===== config.mk =====
export PLATFORM = sky130hd
export DESIGN_NAME = bcd_updown_decade
export DESIGN_NICKNAME = d
export VERILOG_FILES = /design/src/rtl/bcd_decade_pkg.sv /design/src/rtl/bcd_decade_op.sv /design/src/rtl/bcd_decade_next.sv /design/src/rtl/bcd_decade_carry.sv /design/src/rtl/bcd_updown_decade.sv
export SDC_FILE = /design/constraint.sdc
export NUM_CORES = 1
export LEC_CHECK = 0
export ABC_AREA = 1
export BUFFER_PORTS_ARGS = -buffer_cell sky130_fd_sc_hd__buf_2
export CELL_PAD_IN_SITES_DETAIL_PLACEMENT = 1
export CELL_PAD_IN_SITES_GLOBAL_PLACEMENT = 1
export CORE_MARGIN = 1
export CORE_UTILIZATION = 32
export CTS_BUF_LIST = sky130_fd_sc_hd__clkbuf_2 sky130_fd_sc_hd__clkbuf_4 sky130_fd_sc_hd__clkbuf_8
export DETAILED_ROUTE_END_ITERATION = 8
export PLACE_DENSITY_LB_ADDON = 0.3
export SETUP_SLACK_MARGIN = 0.4
export SYNTH_ARGS = -nofsm -noshare
export SYNTH_HDL_FRONTEND = slang
export SYNTH_HIERARCHICAL = 1
export SYNTH_SLANG_ARGS = --single-unit

===== constraint.sdc =====
create_clock -name clk -period 1.7 [get_ports clk]
set_input_delay 0 -clock clk [delete_from_list [all_inputs] [get_ports clk]]
set_output_delay 0 -clock clk [all_outputs]
set_load 0.01 [all_outputs]

===== src/rtl/bcd_decade_pkg.sv =====
package bcd_decade_pkg;

    localparam int DIGIT_W   = 4;
    localparam int DIGIT_MAX = 9;

    typedef logic [DIGIT_W-1:0] digit_t;

    localparam digit_t DIGIT_TOP  = digit_t'(DIGIT_MAX);
    localparam digit_t DIGIT_ZERO = '0;
    localparam digit_t DIGIT_ONE  = digit_t'(1);

    typedef enum logic {
        DIR_DOWN = 1'b0,
        DIR_UP   = 1'b1
    } dir_e;

    typedef enum logic [1:0] {
        OP_HOLD,
        OP_CLEAR,
        OP_LOAD,
        OP_STEP
    } dec_op_e;

    typedef struct packed {
        logic clear;
        logic load;
        logic strobe;
        logic cin_n;
        dir_e dir;
    } ctrl_t;

    function automatic digit_t step_up(input digit_t v);
        if (v >= DIGIT_TOP)
            return DIGIT_ZERO;
        return digit_t'(v + DIGIT_ONE);
    endfunction

    function automatic digit_t step_down(input digit_t v);
        if (v == DIGIT_ZERO || v > DIGIT_TOP)
            return DIGIT_TOP;
        return digit_t'(v - DIGIT_ONE);
    endfunction

    function automatic logic at_terminal(input digit_t v, input dir_e d);
        return (d == DIR_UP) ? (v == DIGIT_TOP) : (v == DIGIT_ZERO);
    endfunction

endpackage


===== src/rtl/bcd_decade_op.sv =====
module bcd_decade_op
    import bcd_decade_pkg::*;
(
    input  ctrl_t   ctrl,
    output dec_op_e op
);
    always_comb begin
        if (ctrl.clear)
            op = OP_CLEAR;
        else if (ctrl.load)
            op = OP_LOAD;
        else if (ctrl.strobe && !ctrl.cin_n)
            op = OP_STEP;
        else
            op = OP_HOLD;
    end
endmodule


===== src/rtl/bcd_decade_next.sv =====
module bcd_decade_next
    import bcd_decade_pkg::*;
(
    input  dec_op_e op,
    input  dir_e    dir,
    input  digit_t  cur,
    input  digit_t  preset,
    output digit_t  nxt
);
    always_comb begin
        unique case (op)
            OP_CLEAR: nxt = DIGIT_ZERO;
            OP_LOAD:  nxt = preset;
            OP_STEP:  nxt = (dir == DIR_UP) ? step_up(cur) : step_down(cur);
            default:  nxt = cur;
        endcase
    end
endmodule


===== src/rtl/bcd_decade_carry.sv =====
module bcd_decade_carry
    import bcd_decade_pkg::*;
(
    input  digit_t cur,
    input  dir_e   dir,
    input  logic   cin_n,
    output logic   cout_n
);
    always_comb cout_n = !(!cin_n && at_terminal(cur, dir));
endmodule


===== src/rtl/bcd_updown_decade.sv =====
module bcd_updown_decade
    import bcd_decade_pkg::*;
(
    input  logic                clk,
    input  logic                rst,
    input  logic                step_en,
    input  logic                dir_up,
    input  logic                load_en,
    input  logic [DIGIT_W-1:0]  preset,
    input  logic                cin_n,
    output logic [DIGIT_W-1:0]  q,
    output logic                cout_n
);
    ctrl_t   ctrl;
    dec_op_e op;
    digit_t  cur_q;
    digit_t  nxt_q;

    always_comb begin
        ctrl.clear  = rst;
        ctrl.load   = load_en;
        ctrl.strobe = step_en;
        ctrl.cin_n  = cin_n;
        ctrl.dir    = dir_e'(dir_up);
    end

    bcd_decade_op u_op (
        .ctrl (ctrl),
        .op   (op)
    );

    bcd_decade_next u_next (
        .op     (op),
        .dir    (ctrl.dir),
        .cur    (cur_q),
        .preset (preset),
        .nxt    (nxt_q)
    );

    bcd_decade_carry u_carry (
        .cur    (cur_q),
        .dir    (ctrl.dir),
        .cin_n  (cin_n),
        .cout_n (cout_n)
    );

    always_ff @(posedge clk) begin
        cur_q <= nxt_q;
    end

    assign q = cur_q;
endmodule


==> summary.txt <==
Status
  – Status: finished clean

Layout
  – Commonest non-fill, non-tap cell in the layout: nand2_1
  – Layout Nets: 119
  – Largest register FFs: 4
  – Ant diodes: 0
  – Non-Filler Instances: 118
  – Final Cell Area: 598 µm²
  – Area growth, synth to finish: 32.4%
  – Final Util: 0.460
  – Most frequent cells in the layout: nand2_1, buf_2, inv_1, nand3_1, nor2_1
  – Fraction of layout cells with a size suffix above 1: 0.311

Global route
  – Largest net degree at the start of global routing: 11
  – Aggregate global routing overflow: 0
  – First-pass GRT wire length: 1920 µm
  – Overall Global Routing Usage: 0.182
  – Vias in the first global route: 485
  – Initial antenna violation count: 0

Floorplanning
  – Die ar.: 1570 µm²
  – Core area: 1300 µm²
  – Row Count: 13
  – I/O Pins: 15
  – Die Y: 39.6 µm
  – Initial cell density of the core: 0.347
  – Die Wd: 39.6 µm

STA
  – Fmax: 0.832 GHz
  – Worst-margin pin slew: 0.399 ns
  – Final setup violation count: 0
  – Endpoints failing hold: 0
  – Worst relative slew slack: 0.734
  – Final Skew: 0.000761 ns
  – Pins Over Slew Limit: 0
  – Unrepaired setup endpoints after global routing: no
  – Post-route setup TNS: 0 ns
  – Final min period: 1.20 ns
  – Final Cycle Share: 0.707

Power and ir drop
  – Pwr Density: 785 nW/µm²
  – Design Power: 0.469 mW
  – Worst VDD drop: 0.375 mV
  – Lkg Pwr: 0.368 nW

Logic synthesis
  – Synthesized flop and latch total: 4
  – Post-Syn Area per Cell: 5.44 µm²
  – Synthesized cell area: 452 µm²
  – Net Count, Synth: 97
  – Synth Instances: 83
  – Yosys cell types: 13
  – YS warnings: 6
  – Register area share after synthesis: 0.177

Worst hold path
  – Hold WC Path Type: in2reg
  – Hold Path Depth: 5

Worst setup path
  – WP data arrival: 1.32 ns
  – WS Path Type: reg2reg
  – Critical Path Source Type: flip-flop
  – Required @ worst endpoint: 1.82 ns
  – Crit Path Max Fanout: 4
  – R2R depth: 10
  – Crit end category: flip-flop

Clock network
  – Clock buffer count from CTS: 3
  – Root Driver: clkbuf_4
  – H-Tree Depth: 1
  – Worst-Skew Late Latency: 0.23 ns
  – CTS clk-pin slew, worst paths: 0.04 ns
  – Clock buffer depth: 2
  – Count of clock tree sinks: 4
  – CTS tree: yes
  – Hold-fix buffers, CTS: 0

Route
  – Wire per inst: 10.5 µm
  – Detail Route Antenna Nets: 0
  – DRT iter0 DRCs: 5
  – Remaining DRCs: 0
  – Routed wire length: 1240 µm
  – Drt pass-1 iters: 2
  – Vias: 552
  – Post-DR vias/cell: 4.68

Placed design
  – Port Buf Inserts: 14
  – Placed cells: 112
  – Placer congestion estimate: 0.759
  – Placed Area: 542 µm²
  – Post-DP HPWL: 981 µm

Run
  – Max cap viols: 0
[area by class of cell]
cell class	count	area [µm²]
fill	204	703
multi-input combinational	63	314
timing repair buffer	17	92.6
sequential	4	90.1
inverter	16	60.1
clock buffer	3	22.5
tap	15	18.8
[what timing repair did]
action | CTS | global route
endpoints found under the setup margin | 4 | 4
buffers inserted | 3 | 0
cloned | 0 | 0
endpoints found under the hold margin | 0 | 0
gates resized for setup | 3 | 5
[layer usage]
metal  GRT usage  wire length, µm  up-vias
met5           0                0        -
met1       0.210              569      251
met3      0.0227               29        0
met4      0.0517                0        0
li1            -                -      294
met2       0.340              644        7
[Yosys cell counts]
cell type,n,area [µm²]
nor3_1,1,5.00
dfxtp_1,4,80.1
o21bai_1,1,7.51
a21oi_1,2,10.0
nand2_2,3,18.8
nor2_1,7,26.3
xnor2_1,1,8.76
ha_1,4,50.1
nand2_1,31,116
inv_1,14,52.6
inv_2,2,7.51
xor2_1,1,8.76
nand3_1,12,60.1
[kinds of logic after synthesis]
logic type | after synthesis | share of synthesized area
xor+xnor | 2 | 0.0388
compound gates | 3 | 0.0388
simple gates | 54 | 0.501
fa+ha+maj | 4 | 0.111
buf+inv | 16 | 0.133
flops | 4 | 0.177
[through the flow]
step                      setup slack (ns)  hold slack (ns)
final                                0.499           0.0816
after CTS                            0.408           0.0864
after detailed placement             0.257            0.293
after global placement               0.309            0.285
after global routing                 0.408            0.104
after floorplan                      0.429            0.116
[power breakdown]
part	total, mW	internal, mW	switching, mW
clock network	0.115	0.0788	0.0362
registers	0.136	0.112	0.0241
logic	0.218	0.0920	0.126
total	0.469	0.283	0.186
[critical path, stage by stage, from the launching register on]
cell and delay, ns:
dfxtp_4 0.36, inv_2 0.05, ha_2 0.18, nand2_1 0.09, nand2_1 0.05, nand2_1 0.05, nand2_1 0.06, nand2_2 0.07
inv_2 0.05, nand3_1 0.07, nand2_1 0.05
[worst paths after layout]
path         endpoint      start  slack [ns]
min              q[2]  preset[2]        0.08
max reg2reg      q[1]       q[0]        0.50
min reg2reg      q[2]       q[2]        0.60
max              q[1]       q[0]        0.50
Power figures use the tool's default switching activity.
